**src/rtl/bilbo_pkg.sv**
```systemverilog
package bilbo_pkg;
  typedef enum logic [1:0] {
    MODE_SHIFT    = 2'b00,
    MODE_SELFTEST = 2'b01,
    MODE_CLEAR    = 2'b10,
    MODE_LOAD     = 2'b11
  } bilbo_mode_e;

  localparam int NUM_MODES = 4;
endpackage

```
**src/rtl/bilbo_mode_dec.sv**
```systemverilog
module bilbo_mode_dec
  import bilbo_pkg::*;
(
  input  logic [1:0]           mode,
  output logic [NUM_MODES-1:0] sel
);
  bilbo_mode_e m;
  assign m = bilbo_mode_e'(mode);

  always_comb begin
    sel = '0;
    case (m)
      MODE_SHIFT:    sel[0] = 1'b1;
      MODE_SELFTEST: sel[1] = 1'b1;
      MODE_CLEAR:    sel[2] = 1'b1;
      MODE_LOAD:     sel[3] = 1'b1;
      default:       sel = '0;
    endcase
  end
endmodule

```
**src/rtl/bilbo_next.sv**
```systemverilog
module bilbo_next
  import bilbo_pkg::*;
#(
  parameter int          W    = 3,
  parameter logic [W-1:0] TAPS = 3'b101
) (
  input  logic [NUM_MODES-1:0] sel,
  input  logic [W-1:0]         q,
  input  logic [W-1:0]         d,
  input  logic                 si,
  output logic [W-1:0]         nxt,
  output logic                 fb_bit
);
  function automatic logic [W-1:0] step_lfsr(input logic [W-1:0] s,
                                             input logic [W-1:0] din);
    logic [W-1:0] r;
    r = {^(s & TAPS), s[W-1:1]} ^ din;
    return r;
  endfunction

  function automatic logic [W-1:0] step_scan(input logic [W-1:0] s,
                                             input logic sin);
    logic [W-1:0] r;
    r = {s[W-2:0], sin};
    return r;
  endfunction

  logic [W-1:0] nxt_shift, nxt_test;
  assign fb_bit    = ^(q & TAPS);
  assign nxt_shift = step_scan(q, si);
  assign nxt_test  = step_lfsr(q, d);

  always_comb begin
    nxt = q;
    if (sel[0]) nxt = nxt_shift;
    if (sel[1]) nxt = nxt_test;
    if (sel[2]) nxt = '0;
    if (sel[3]) nxt = d;
  end
endmodule

```
**src/rtl/bilbo_state.sv**
```systemverilog
module bilbo_state #(
  parameter int W = 3
) (
  input  logic         clk,
  input  logic         rst_n,
  input  logic [W-1:0] nxt,
  output logic [W-1:0] q
);
  always_ff @(posedge clk or negedge rst_n) begin
    if (!rst_n) q <= '0;
    else        q <= nxt;
  end
endmodule

```
**src/rtl/bilbo_reg.sv**
```systemverilog
module bilbo_reg
  import bilbo_pkg::*;
#(
  parameter int          W    = 3,
  parameter logic [W-1:0] TAPS = 3'b101
) (
  input  logic         clk,
  input  logic         rst_n,
  input  logic [1:0]   mode,
  input  logic [W-1:0] d,
  input  logic         scan_in,
  output logic [W-1:0] q,
  output logic         scan_out
);
  logic [NUM_MODES-1:0] sel;
  logic [W-1:0]         nxt;
  logic                 fb_bit;
  logic                 gen_active;

  bilbo_mode_dec u_dec (.mode(mode), .sel(sel));

  bilbo_next #(.W(W), .TAPS(TAPS)) u_next (
    .sel(sel), .q(q), .d(d), .si(scan_in), .nxt(nxt), .fb_bit(fb_bit)
  );

  bilbo_state #(.W(W)) u_state (.clk(clk), .rst_n(rst_n), .nxt(nxt), .q(q));

  assign scan_out   = q[W-1];
  assign gen_active = (mode == 2'b01) && (d == '0);

  always_comb begin
    if (!rst_n) AST_RESET_ZERO: assert (q == '0);
  end

  AST_SEL_ONEHOT: assert property (@(posedge clk) disable iff (!rst_n)
    $onehot(sel));
  AST_SHIFT_MOVE: assert property (@(posedge clk) disable iff (!rst_n)
    (mode == 2'b00) |=> (q[0] == $past(scan_in)) && (q[W-1:1] == $past(q[W-2:0])));
  AST_LOAD_COPY: assert property (@(posedge clk) disable iff (!rst_n)
    (mode == 2'b11) |=> (q == $past(d)));
  AST_CLEAR_ZERO: assert property (@(posedge clk) disable iff (!rst_n)
    (mode == 2'b10) |=> (q == '0));
  AST_TEST_LOW: assert property (@(posedge clk) disable iff (!rst_n)
    (mode == 2'b01) |=> (q[W-2:0] == $past(q[W-1:1] ^ d[W-2:0])));
  AST_TEST_TOP: assert property (@(posedge clk) disable iff (!rst_n)
    (mode == 2'b01) |=> (q[W-1] == $past(fb_bit ^ d[W-1])));
  AST_NO_ZERO: assert property (@(posedge clk) disable iff (!rst_n)
    (gen_active && (q != '0)) |=> (q != '0));
endmodule

```
**config.mk**
```make
export PLATFORM = sky130hd
export DESIGN_NAME = bilbo_reg
export DESIGN_NICKNAME = d
export VERILOG_FILES = /design/src/rtl/bilbo_pkg.sv /design/src/rtl/bilbo_mode_dec.sv /design/src/rtl/bilbo_next.sv /design/src/rtl/bilbo_state.sv /design/src/rtl/bilbo_reg.sv
export SDC_FILE = /design/constraint.sdc
export NUM_CORES = 1
export LEC_CHECK = 0
export BUFFER_PORTS_ARGS = -buffer_cell sky130_fd_sc_hd__buf_4
export CORE_AREA = 4 4 41 43
export DETAILED_ROUTE_END_ITERATION = 10
export DIE_AREA = 0 0 45 47
export HOLD_SLACK_MARGIN = 0.15
export PLACE_DENSITY = 0.33
export SYNTH_ARGS = -nofsm -noshare
export SYNTH_HDL_FRONTEND = slang
export SYNTH_SLANG_ARGS = --single-unit
```
**constraint.sdc**
```tcl
create_clock -name clk -period 1.4 [get_ports clk]
set_input_delay 0.28 -clock clk [delete_from_list [all_inputs] [get_ports clk]]
set_output_delay 0.28 -clock clk [all_outputs]
set_load 0.05 [all_outputs]
```
# Yosys cells after proc, flatten, opt, wreduce, memory -nomap -nowiden
# Cells that the tools add are included.
# word_totals
input_bits,8
reg_bits,3
wordCells,16
output_inout_bits,4
# op_classes
n_reduce_logical,3
bitwise,1
n_eq_ne,3
muxes,8
# op_table
op,n
3-bit two-way mux,4
2-bit == test (second input constant),2
1-bit two-way mux,4
4-bit nonzero test,1
3-bit XOR reduction,1
3-bit XOR,1
2-bit by 1-bit == test with 1-bit output (second input constant),1
2-bit logical NOT,1

# Depth between registers and ports, before layout
# Gate-level depths: netlist of the first run.
# logic_depth
word_depth,6
depth_mapped,3
mapped_depth_nobuf,3

# Modules after synthesis
# Synthesis of the first run repeated with hierarchy kept, for this count alone.
# hier_totals
hier_cells,27
hier_area_um2,251.5
# by_module_without_submodules
module,seq_area_each_um2,cells_per_inst,area_per_inst_um2,instances
bilbo_next,0.0,19,142.6,1
bilbo_state,75.1,3,75.1,1
bilbo_mode_dec,0.0,4,26.3,1
bilbo_reg,0.0,1,7.5,1

# Least setup slack after synthesis of the first run
# No wires, ideal clock.
# synth_timing
path_type,reg-to-reg
from,reg u_state.q[2]
to,reg u_state.q[2]
setup_slack_ns,0.092
required_ns,1.266
setup_time_ns,0.134
stages_incl_launch_ff,4
arrival_time_ns,1.174
synth_period_minus_slack_ns,1.308
path_buffers,0
path_cell_list,dfrtp_1 > xnor2_1 > a311oi_1 > o41ai_1
# synth_via
elab_chain_cells,5
# synth_rtl
item,line,text
from (decl),bilbo_state.sv:7,output logic [W-1:0] q
from (signal assigned),bilbo_state.sv:11,else q <= nxt;
3-bit XOR reduction,n/a,
3-bit XOR,bilbo_next.sv:17,"r = {^(s & TAPS), s[W-1:1]} ^ din;"
3-bit two-way mux,bilbo_next.sv:36,if (sel[1]) nxt = nxt_test;
3-bit two-way mux,bilbo_next.sv:37,if (sel[2]) nxt = '0;
3-bit two-way mux,bilbo_next.sv:38,if (sel[3]) nxt = d;
# Every way passes these cells.
# A chain may end at the register's enable or synchronous reset.

# Worst setup path after layout of the first run
# layout_timing
from,reg u_state.q[2]
to,out q[2]
# layout_lines
item,line,text
to (decl),bilbo_reg.sv:12,"output logic [W-1:0] q,"
# No word-level cell between the ends.

==> results of run 1 <==
-- cell families after synthesis --
logic type / synth area share [%]
simple gates: 14.77
compound gates: 30.20
buf+inv: 10.07
flops: 40.27
xor+xnor: 4.699
-- power by group --
part           total (uW)  switching, uW  leakage (uW)  internal, uW
Clock                 156           49.1     0.0000150           107
Sequential            112           14.3     0.0000376          97.9
Combinational         139           85.5     0.0000971          53.0
Total                 407            149      0.000150           258
-- cells in the final DEF (no fill, tap or decap) --
cell,synthesis,routed
nand2_1,1,1
inv_1,2,2
clkbuf_4,0,3
a311oi_1,1,1
o41ai_1,1,1
xnor2_1,1,1
dfrtp_1,3,3
dlygate4sd3_1,0,1
o21ai_0,2,2
nor3b_1,1,1
a21oi_1,1,1
and3b_2,1,1
a2bb2oi_1,1,1
o211ai_1,2,2
and3_1,1,1
clkbuf_1,0,1
inv_2,1,1
buf_4,1,11
-- final cells by class --
type	instances	area [um2]	share of cell area (%)
Multi-Input combinational cell	13	92.59	29.25
Timing Repair Buffer	12	92.59	29.25
Sequential cell	3	75.07	23.72
Clock buffer	4	26.28	8.300
Tap cell	15	18.77	5.929
Inverter	3	11.26	3.557
-- repair_timing --
| item | CTS | global route |
|---|---|---|
| hold buffers | 1 | 0 |
| buffers inserted | 0 | 0 |
| hold endpoints to repair | 3 | 0 |
-- how the worst max path moves through the flow --
stage                        end  cells after the start    startpoint
floorplan           u_state.q[2]                      3  u_state.q[2]
global placement    u_state.q[2]                      3  u_state.q[2]
detailed placement  u_state.q[2]                      3  u_state.q[2]
CTS                         q[2]                      1  u_state.q[2]
global route                q[2]                      1  u_state.q[2]
finish                      q[2]                      1  u_state.q[2]
-- through the flow --
stage | hold slack [ns] | worst slack (ns) | instances | power, uW
floorplan | -0.01559 | 0.09197 | 20 | 201.7
global placement | 0.06857 | 0.3138 | 45 | 250.3
detailed placement | 0.07254 | 0.3052 | 45 | 250.3
CTS | 0.2421 | 0.2353 | 50 | 414.8
global route | 0.2393 | 0.2113 | 50 | 436.8
finish | 0.2449 | 0.2422 | 50 | 406.9
-- routing by layer --
metal	up-vias	GRT usage, %
met4	0	7.018
met1	100	7.273
met5	-	0
met2	11	7.345
li1	105	-
met3	0	3.831
==> summary.md, run 1 <==
| Metric | Value |
|---|---|
| Top post-synthesis cells by count | `3 x dfrtp_1, 2 x inv_1, 2 x o211ai_1, 2 x o21ai_0` |
| Setup TNS | `0 ns` |
| Fill count | `157` |
| Vias in the first global route | `202` |
| Worst R2R Start | `u_state.q[2]` |
| Post-synth ARST share | `100.0%` |
| First-pass GRT wire length | `848 um` |
| DR WL/cell | `10.92 um` |
| DRC | `0` |
| Crit path time final | `1.158 ns` |
| Worst Hold Class | `in -> reg` |
| Ys flop type | `dfrtp_1` |
| Critical Path End Type | `output pin` |
| Reg2Reg Setup Slack | `0.30 ns` |
| Slowest cell on the critical path | `dfrtp_1` |
| CP startpoint kind | `flip-flop` |
| Final worst path period share | `82.70%` |
| Cell with the most instances after synthesis | `dfrtp_1` |
| Layout area overhead | `69.80%` |
| Biggest registers after layout | `u_state.q: 3 flops` |
| Synthesized cell area | `186.4 um2` |
| Post-DP HPWL | `418.2 um` |
| Crit Path Max Fanout | `5` |
| Path depth of the worst reg2reg path | `3` |
| GRT Residual Overflow | `0` |
| Cell accounting for the most synthesized area | `dfrtp_1` |
| CP top delay family | `flip-flops` |
| Largest Register | `u_state.q` |
| Total Wirelength | `546 um` |
| Number of distinct library cells after synthesis | `15` |
| CTS H-tree depth | `1` |
| Largest net degree at the start of global routing | `9` |
| Largest register FFs | `3` |
| WP data required | `1.12 ns` |
| Sequential area share after synthesis | `40.27%` |
| Worst VDD drop | `0.4231 mV` |
| Synthesis-stage register bit count | `3` |
| Vias | `216` |
| Die area | `0.002115 mm2` |
| I/O pin total | `12` |
| Met2 wire length | `236 um` |
| Final core occ | `24.33%` |
| Worst skew pair latency | `0.23 ns` |
| Die width | `45 um` |
| Hold-critical path endpoint | `u_state.q[2]` |
| Syn_nets | `28` |
| Iter 0 DRT Violations | `0` |
| Max Clk Rate | `0.8637 GHz` |
| P_leak | `0.0001496 uW` |
| Number of enable flip-flop cells after synthesis | `0` |
| Root buf cell | `clkbuf_4` |
| DRT Pass-1 Iters | `1` |
| Worst path max stage delay | `0.41 ns` |
| Initial Util | `14.33%` |
| Die span in y | `47 um` |
| Final hold vios | `0` |
| Met3 WL | `56 um` |
| WHS Path Cells | `2` |
| # diodes | `0` |
| CP Class | `reg -> out` |
| Clk_skew | `0.0003317 ns` |
| Cts repair resizes | `0` |
| Post-route ant nets | `0` |
| Top Layer Used | `met3` |
| Total GRT Usage | `6.319%` |
| Worst-margin pin slew | `0.2685 ns` |
| Top post-synthesis cells by area | `dfrtp_1 40%, o211ai_1 8.1%, and3b_2 5.4%` |
| Slew Limit Fails | `0` |
| Synth Warn # | `0` |
| Run status | `completed` |
| DRT met1 WL | `253 um` |
| Core Region | `0.001301 mm2` |
| Share of cells above drive strength 1 | `45.71%` |
| Critical path buffers and inverters | `1` |
| Initial antenna violation count | `0` |
| Critical Path AT | `0.88 ns` |
| Worst path cell trace | `buf_4` |
| Total CTS buffers | `3` |
| Clk slew on worst S/H paths | `0.04 ns` |
| Max_cap viols | `0` |
| Gpl congestion | `0.6341` |
| Fin nets | `44` |
| Vias/cell | `4.320` |
| Reg-to-Reg End | `u_state.q[2]` |
| Hold Path Origin | `d[2]` |
| TritonCTS Sinks | `3` |
| Finished layout cell area | `316.6 um2` |
| Pwr Density | `1285 mW/mm2` |
| Longest Clk Path Bufs | `2` |
| Final setup fails | `0` |
| Synth Instances | `20` |
| Port Buffer Count | `11` |
| TritonCTS clock tree | `done` |
| Area post-placement | `280.3 um2` |
| Relative slew slack | `81.86%` |
| Post-synth top area share | `40.27%` |
| Site row count | `13` |
| RSZ-0062 raised after global routing | `no` |
| Synthesized area per cell | `9.321 um2` |
Note: power is estimated with default switching activity, not from simulation.
==> run 2: changes to the inputs <==
--- a/config.mk
+++ b/config.mk
@@ -5,12 +5,13 @@
 export SDC_FILE = /design/constraint.sdc
 export NUM_CORES = 1
 export LEC_CHECK = 0
+export ABC_AREA = 1
 export BUFFER_PORTS_ARGS = -buffer_cell sky130_fd_sc_hd__buf_4
 export CORE_AREA = 4 4 41 43
 export DETAILED_ROUTE_END_ITERATION = 10
 export DIE_AREA = 0 0 45 47
 export HOLD_SLACK_MARGIN = 0.15
-export PLACE_DENSITY = 0.33
+export PLACE_DENSITY = 0.37
 export SYNTH_ARGS = -nofsm -noshare
 export SYNTH_HDL_FRONTEND = slang
 export SYNTH_SLANG_ARGS = --single-unit
==> constraint.sdc (replaced) <==
create_clock -name clk -period 0.96 [get_ports clk]
set_input_delay 0.192 -clock clk [delete_from_list [all_inputs] [get_ports clk]]
set_output_delay 0.192 -clock clk [all_outputs]
set_load 0.05 [all_outputs]
==> summary.md, run 2 <==
| Metric | Value |
|---|---|
| Hold Path Origin | `scan_in` |
| Final WS setup | `-0.05418 ns (-0.2963 ns)` |
| Reg2Reg Setup Slack | `0.02 ns (-0.28 ns)` |
| WP depth | `1 (unchanged)` |
| Relative slew slack | `90.66% (+8.8 points)` |
| I/O pin total | `12 (unchanged)` |
| Gpl congestion | `0.6832 (+7.7%)` |
| GRT busiest layer | `met2` |
| Finished layout cell area | `395.4 um2 (+25%)` |
| Clk slew on worst S/H paths | `0.04 ns (about the same)` |
| Largest net degree at the start of global routing | `6 (-3)` |
| CP startpoint kind | `flip-flop` |
| DR WL/cell | `9.292 um (-15%)` |
| Fin nets | `59 (+34%)` |
| Run status | `finished with violations` |
| Most frequent cells in the layout | `9 x nand3_1, 7 x buf_4, 6 x nand2_1, 5 x buf_6, 4 x inv_1` |
| Pwr Density | `1559 mW/mm2 (+21%)` |
| Die width | `45 um (unchanged)` |
| Slew Limit Fails | `0 (unchanged)` |
| P_leak | `0.0002131 uW (+42%)` |
| Post-synth top area share | `34.48% (-5.8 points)` |
| CP Class | `reg -> out` |
| CTS H-tree depth | `1 (unchanged)` |
| Most common cell after layout, fill and taps aside | `nand3_1` |
| Reg-to-Reg End | `u_state.q[2]` |
| Initial antenna violation count | `0 (unchanged)` |
| Iter 0 DRT Violations | `3 (+3)` |
| Top post-synthesis cells by area | `dfrtp_1 34%, nand3_1 21%, nand2_1 12%` |
| Worst path cell trace | `buf_6` |
| Worst skew pair latency | `0.23 ns (about the same)` |
| Port Buffer Count | `11 (unchanged)` |
| Synth Instances | `33 (+65%)` |
| Synthesized area per cell | `6.597 um2 (-29%)` |
| Number of distinct library cells after synthesis | `11 (-4)` |
| Synth Area in Simple Gates | `43.68% (+29 points)` |
| Clk_skew | `0.001209 ns (+0.0008768 ns)` |
| Final worst path period share | `105.6%` |
| Crit Path Max Fanout | `5 (unchanged)` |
| Path depth of the worst reg2reg path | `7 (+4)` |
| Worst-margin pin slew | `0.1392 ns (-0.1293 ns)` |
| Failing checks | `negative setup slack` |
| Die area | `0.002115 mm2 (unchanged)` |
| Vias | `261 (+21%)` |
| Initial Util | `16.73% (+2.4 points)` |
| Slowest cell on the critical path | `dfrtp_2` |
| Site row count | `13 (unchanged)` |
| Met1 Usage GRT | `5.479% (-1.8 points)` |
| WP data required | `0.77 ns (-0.35 ns)` |
| Grt met2 use | `12.43% (+5.1 points)` |
| Root buf cell | `clkbuf_4` |
| Vias/cell | `4.015 (-7.1%)` |
| RSZ-0062 raised after global routing | `yes` |
| Vias in the first global route | `254 (+26%)` |
| Synth Warn # | `0 (unchanged)` |
| Area post-placement | `315.3 um2 (+12%)` |
| Setup crit end | `scan_out` |
| Total GRT Usage | `6.883% (+0.56 points)` |
| Worst path max stage delay | `0.43 ns (+0.02 ns)` |
| Final hold vios | `0 (unchanged)` |
| Total Wirelength | `604 um (+11%)` |
| Final setup fails | `4 (+4)` |
| Place WS | `0.06989 ns (-0.2353 ns)` |
| Top post-synthesis cells by count | `9 x nand3_1, 7 x nand2_1, 5 x inv_1` |
| M3 GR Usage | `1.533% (-2.3 points)` |
| Worst Hold Class | `in -> reg` |
| Cell accounting for the most synthesized area | `dfrtp_1` |
| Compound-Gate Fraction of Synth Area | `2.299% (-28 points)` |
| Number of enable flip-flop cells after synthesis | `0 (unchanged)` |
| Critical path startpoint | `u_state.q[2]` |
| CP top delay family | `flip-flops` |
| # diodes | `0 (unchanged)` |
| Ys flop type | `dfrtp_1` |
| TritonCTS Sinks | `3 (unchanged)` |
| Cell with the most instances after synthesis | `nand3_1` |
| Post-Synth Adder-Cell Area | `0% (unchanged)` |
| Crit path time final | `1.014 ns` |
| Critical path buffers and inverters | `1 (unchanged)` |
| Largest register FFs | `3 (unchanged)` |
| Die span in y | `47 um (unchanged)` |
| Multiplexer area fraction after synthesis | `0% (unchanged)` |
| Biggest registers after layout | `u_state.q: 3 flops` |
| Largest Register | `u_state.q` |
| Share of cells above drive strength 1 | `50.00% (+4.3 points)` |
| GRT Residual Overflow | `0 (unchanged)` |
| Post-synthesis xor/xnor area fraction | `4.023% (-0.67 points)` |
| DRT Pass-1 Iters | `4 (+3)` |
| Worst VDD drop | `0.4815 mV (+14%)` |
| Max Clk Rate | `0.9860 GHz` |
| Synthesized cell area | `217.7 um2 (+17%)` |
| Max_cap viols | `0 (unchanged)` |
| Total CTS buffers | `3 (unchanged)` |
| First-pass GRT wire length | `972 um (+15%)` |
| Sequential area share after synthesis | `34.48% (-5.8 points)` |
| Post-DP HPWL | `466.2 um (+11%)` |
| TritonCTS clock tree | `done` |
| Post-route ant nets | `0 (unchanged)` |
| Worst R2R Start | `u_state.q[0]` |
| Longest Clk Path Bufs | `2 (unchanged)` |
| Core Region | `0.001301 mm2 (unchanged)` |
| DRC | `0 (unchanged)` |
| Critical Path End Type | `output pin` |
| Critical Path AT | `0.82 ns (-0.06 ns)` |
| Layout area overhead | `81.61%` |
| Syn_nets | `41 (+46%)` |
| Synthesis-stage register bit count | `3 (unchanged)` |
| Post-synth ARST share | `100.0% (unchanged)` |
| Main combinational cell family by area after synthesis | `simple AND/OR/NAND/NOR gates` |
-- run 2: cell count changes in the layout (fill, tap and decap cells not counted), moves of 3 or more --
cell,delta
buf_6,+5
dfrtp_2,+3
nand2_1,+5
dfrtp_1,-3
buf_4,-4
nand3_1,+9
-- run 2: layer usage --
metal  routed length, um  share of wire (%)
met5                   0                  0
met4                  25                4.1
met3                  28                4.6
met2                 350                 58
met1                 200                 33
-- run 2: area by class of cell --
class / count / area (um2)
timing repair buffer: 14 / 133.9
tap: 15 / 18.77
multi-input combinational: 22 / 111.4
clock buffer: 4 / 26.28
fill: 152 / 905.9
inverter: 7 / 26.28
sequential: 3 / 78.83
-- run 2: where the power goes --
group	total (uW)	switching (uW)	leakage, uW	internal, uW
Clock	218	62.2	0.0000150	156
Sequential	163	18.2	0.0000341	144
Combinational	236	133	0.000164	103
-- run 2: what timing repair did --
| item | in CTS | in global routing |
|---|---|---|
| hold buffers | 1 | 0 |
| hold endpoints to repair | 3 | 0 |
| setup endpoints to repair | 4 | 6 |
| gates resized for setup | 6 | 3 |
| buffers inserted | 2 | 0 |
-- run 2: worst min-delay path by stage --
| stage | to | slack [ns] | cells after the start |
|---|---|---|---|
| final | u_state.q[0] | 0.23 | 3 |
| after global routing | u_state.q[0] | 0.25 | 3 |
| after CTS | u_state.q[0] | 0.23 | 3 |
| after detailed placement | u_state.q[1] | -0.02 | 1 |
| after global placement | u_state.q[2] | -0.02 | 1 |
| after floorplan | u_state.q[0] | -0.10 | 0 |
-- run 2: stage by stage --
stage / utilization, % / hold slack, ns / power (uW) / setup TNS (ns) / cells
2_1_floorplan: - / -0.1036 / 286.1 / -0.02140 / 33
3_3_place_gp: 24.23 / -0.01836 / 354.9 / 0 / 58
3_5_place_dp: 24.23 / -0.01802 / 354.9 / 0 / 58
4_1_cts: 29.90 / 0.2293 / 623.5 / -0.2064 / 65
5_1_grt: 30.38 / 0.2527 / 655.5 / -0.3083 / 65
6_report: 30.38 / 0.2303 / 616.5 / -0.1733 / 65
-- run 2: cell families after synthesis --
kind of cell | after synthesis
and+or+nand+nor | 20
buffers and inverters | 8
DFF | 3
AOI/OAI and AO/OA | 1
xor gates and xnor gates | 1
==> run 3: changes to the inputs <==
--- a/config.mk
+++ b/config.mk
@@ -10,8 +10,10 @@
 export CORE_AREA = 4 4 41 43
 export DETAILED_ROUTE_END_ITERATION = 10
 export DIE_AREA = 0 0 45 47
+export GPL_TIMING_DRIVEN = 0
 export HOLD_SLACK_MARGIN = 0.15
-export PLACE_DENSITY = 0.37
+export PLACE_DENSITY = 0.43
 export SYNTH_ARGS = -nofsm -noshare
 export SYNTH_HDL_FRONTEND = slang
+export SYNTH_HIERARCHICAL = 1
 export SYNTH_SLANG_ARGS = --single-unit
==> summary.md, run 3 <==
| Metric | Value |
|---|---|
| Setup TNS | `-0.4613 ns (-0.2880 ns)` |
| Logic pwr share | `44.2% (+5.9 points)` |
| Synthesized cell area | `284.0 um2 (+30%)` |
| Most common cell after layout, fill and taps aside | `nand2_1` |
| Vias | `344 (+32%)` |
| Met3 WL | `17 um (-39%)` |
| Largest register FFs | `3 (unchanged)` |
| Internal power | `430.2 uW (+6.7%)` |
| Final WS setup | `-0.1417 ns (-0.08747 ns)` |
| Power share of the clock group | `31.3% (-4.0 points)` |
| Fin nets | `80 (+36%)` |
| I/O pin total | `12 (unchanged)` |
| Total CTS buffers | `3 (unchanged)` |
| Crit path time final | `1.102 ns (+0.08747 ns)` |
| Die area | `0.002115 mm2 (unchanged)` |
| DR WL/cell | `8.163 um (-12%)` |
| First-pass GRT wire length | `1.221 mm (+26%)` |
| Worst-margin pin slew | `0.3317 ns (+0.1925 ns)` |
| DRT met1 WL | `327 um (+64%)` |
| Top Layer Used | `met3` |
| WP data required | `0.77 ns (about the same)` |
| Largest net degree at the start of global routing | `6 (unchanged)` |
| Max Clk Rate | `0.9077 GHz (-7.9%)` |
| Switch share | `38.40% (+3.8 points)` |
| CTS H-tree depth | `1 (unchanged)` |
| Vias/cell | `4.000 (-0.38%)` |
| Most frequent cells in the layout | `19 x nand2_1, 11 x inv_1, 9 x buf_4, 6 x nand3_1, 4 x nor2_1` |
| Psw | `268.2 uW (+26%)` |
| Die span in y | `47 um (unchanged)` |
| DRC | `0 (unchanged)` |
| Worst R2R Start | `u_state/q[2]` |
| Port Buffer Count | `11 (unchanged)` |
| Dpl cells | `80 (+38%)` |
| Initial antenna violation count | `0 (unchanged)` |
| Run status | `finished with violations` |
| Worst skew pair latency | `0.23 ns (about the same)` |
| TritonCTS Sinks | `3 (unchanged)` |
| Hold WS | `0.1972 ns (-0.03306 ns)` |
| Post-route ant nets | `0 (unchanged)` |
| Syn_nets | `62 (+51%)` |
| Cell Count, Final, Fillers Out | `86 (+32%)` |
| # diodes | `0 (unchanged)` |
| Slew Limit Fails | `0 (unchanged)` |
| Final core occ | `35.48% (+5.1 points)` |
| CP startpoint kind | `flip-flop` |
| Worst VDD drop | `0.9657 mV (+100%)` |
| Worst Hold Class | `in -> reg` |
| Clk slew on worst S/H paths | `0.04 ns (about the same)` |
| Finished layout cell area | `461.7 um2 (+17%)` |
| Critical Path End Type | `output pin` |
| Site row count | `13 (unchanged)` |
| Synth Warn # | `6 (+6)` |
| Final worst path period share | `114.8% (+9.1 points)` |
| GRT Residual Overflow | `0 (unchanged)` |
| Area post-placement | `389.1 um2 (+23%)` |
| P_leak | `0.0002677 uW (+26%)` |
| TritonCTS clock tree | `done` |
| Total Wirelength | `702 um (+16%)` |
| Pwr Density | `1513 mW/mm2 (-3.0%)` |
| RSZ-0062 raised after global routing | `yes` |
| Relative slew slack | `77.81% (-13 points)` |
| Final setup fails | `6 (+2)` |
| CP Class | `reg -> out` |
| Clk_skew | `0.001155 ns (-0.00005341 ns)` |
| Largest Register | `u_state/q` |
| Core Region | `0.001301 mm2 (unchanged)` |
| Initial Util | `21.83% (+5.1 points)` |
| Met2 wire length | `357 um (+2.0%)` |
| Sequential share of power | `24.5% (-1.9 points)` |
| Synth Instances | `54 (+64%)` |
| Final hold vios | `0 (unchanged)` |
| Biggest registers after layout | `u_state/q: 3 flops` |
| Share of cells above drive strength 1 | `35.21% (-15 points)` |
| Critical Path AT | `0.91 ns (+0.09 ns)` |
| Synthesized area per cell | `5.260 um2 (-20%)` |
| Critical path startpoint | `u_state/q[2]` |
| Reg2Reg Setup Slack | `-0.08 ns (-0.10 ns)` |
| Max_cap viols | `0 (unchanged)` |
| Hold Path Origin | `d[2]` |
| DRT Pass-1 Iters | `2 (-2)` |
| Layout area overhead | `62.56%` |
| Crit Path Max Fanout | `4 (-1)` |
| Iter 0 DRT Violations | `4 (+1)` |
| Gpl congestion | `0.7603 (+11%)` |
| Vias in the first global route | `316 (+24%)` |
| Post-DP HPWL | `570.1 um (+22%)` |
| Root buf cell | `clkbuf_4` |
| Die width | `45 um (unchanged)` |
| Failing checks | `negative setup slack` |
| Longest Clk Path Bufs | `2 (unchanged)` |
| Total GRT Usage | `8.076% (+1.2 points)` |
==> run 3: power groups by stage <==
stage	logic (uW)	registers, uW	clock network [uW]
final	308	171	219
after global routing	342	175	253
after CTS	304	170	230
after detailed placement	265	174	0
after global placement	267	175	0
after floorplan	122	229	0
==> run 3: repair_timing <==
item	4_1_cts	5_1_grt
buffers inserted	1	0
hold buffers	1	0
setup endpoints to repair	4	7
hold endpoints to repair	3	0
gates resized for setup	5	4
pin swaps	0	0
==> run 3: area by class of cell <==
class | count | area (um2)
Buffer | 1 | 11.26
Tap cell | 15 | 18.77
Fill cell | 159 | 839.6
Sequential cell | 3 | 78.83
Inverter | 14 | 52.55
Timing Repair Buffer | 13 | 115.1
Multi-Input combinational cell | 36 | 158.9
Clock buffer | 4 | 26.28
==> run 3: worst max-delay path, cell delays in order, from the launching register on <==
cell	delay, ns
dfrtp_2	0.42
buf_6	0.12
buf_8	0.14
==> run 3: path summary, 6_finish.rpt <==
path,end,cells after the start
min in group asynchronous,u_state/q[0],2
worst max-delay path,scan_out,2
worst min register to register,u_state/q[0],5
worst max register to register,u_state/q[2],7
worst min-delay path,u_state/q[2],3
max in group asynchronous,u_state/q[1],2
==> run 3: routing by layer <==
layer | vias to the layer above | GRT usage, %
li1 | 192 | -
met1 | 147 | 9.840
met2 | 5 | 12.43
met3 | 0 | 2.299
met4 | 0 | 5.263
met5 | - | 0
==> run 3: stage by stage <==
step | setup slack (ns) | total power [uW]
after floorplan | -0.05034 | 350.7
final | -0.1417 | 698.4
after global routing | -0.1758 | 769.9
after CTS | -0.1515 | 703.4
after detailed placement | -0.1336 | 438.8
after global placement | -0.1528 | 442.8
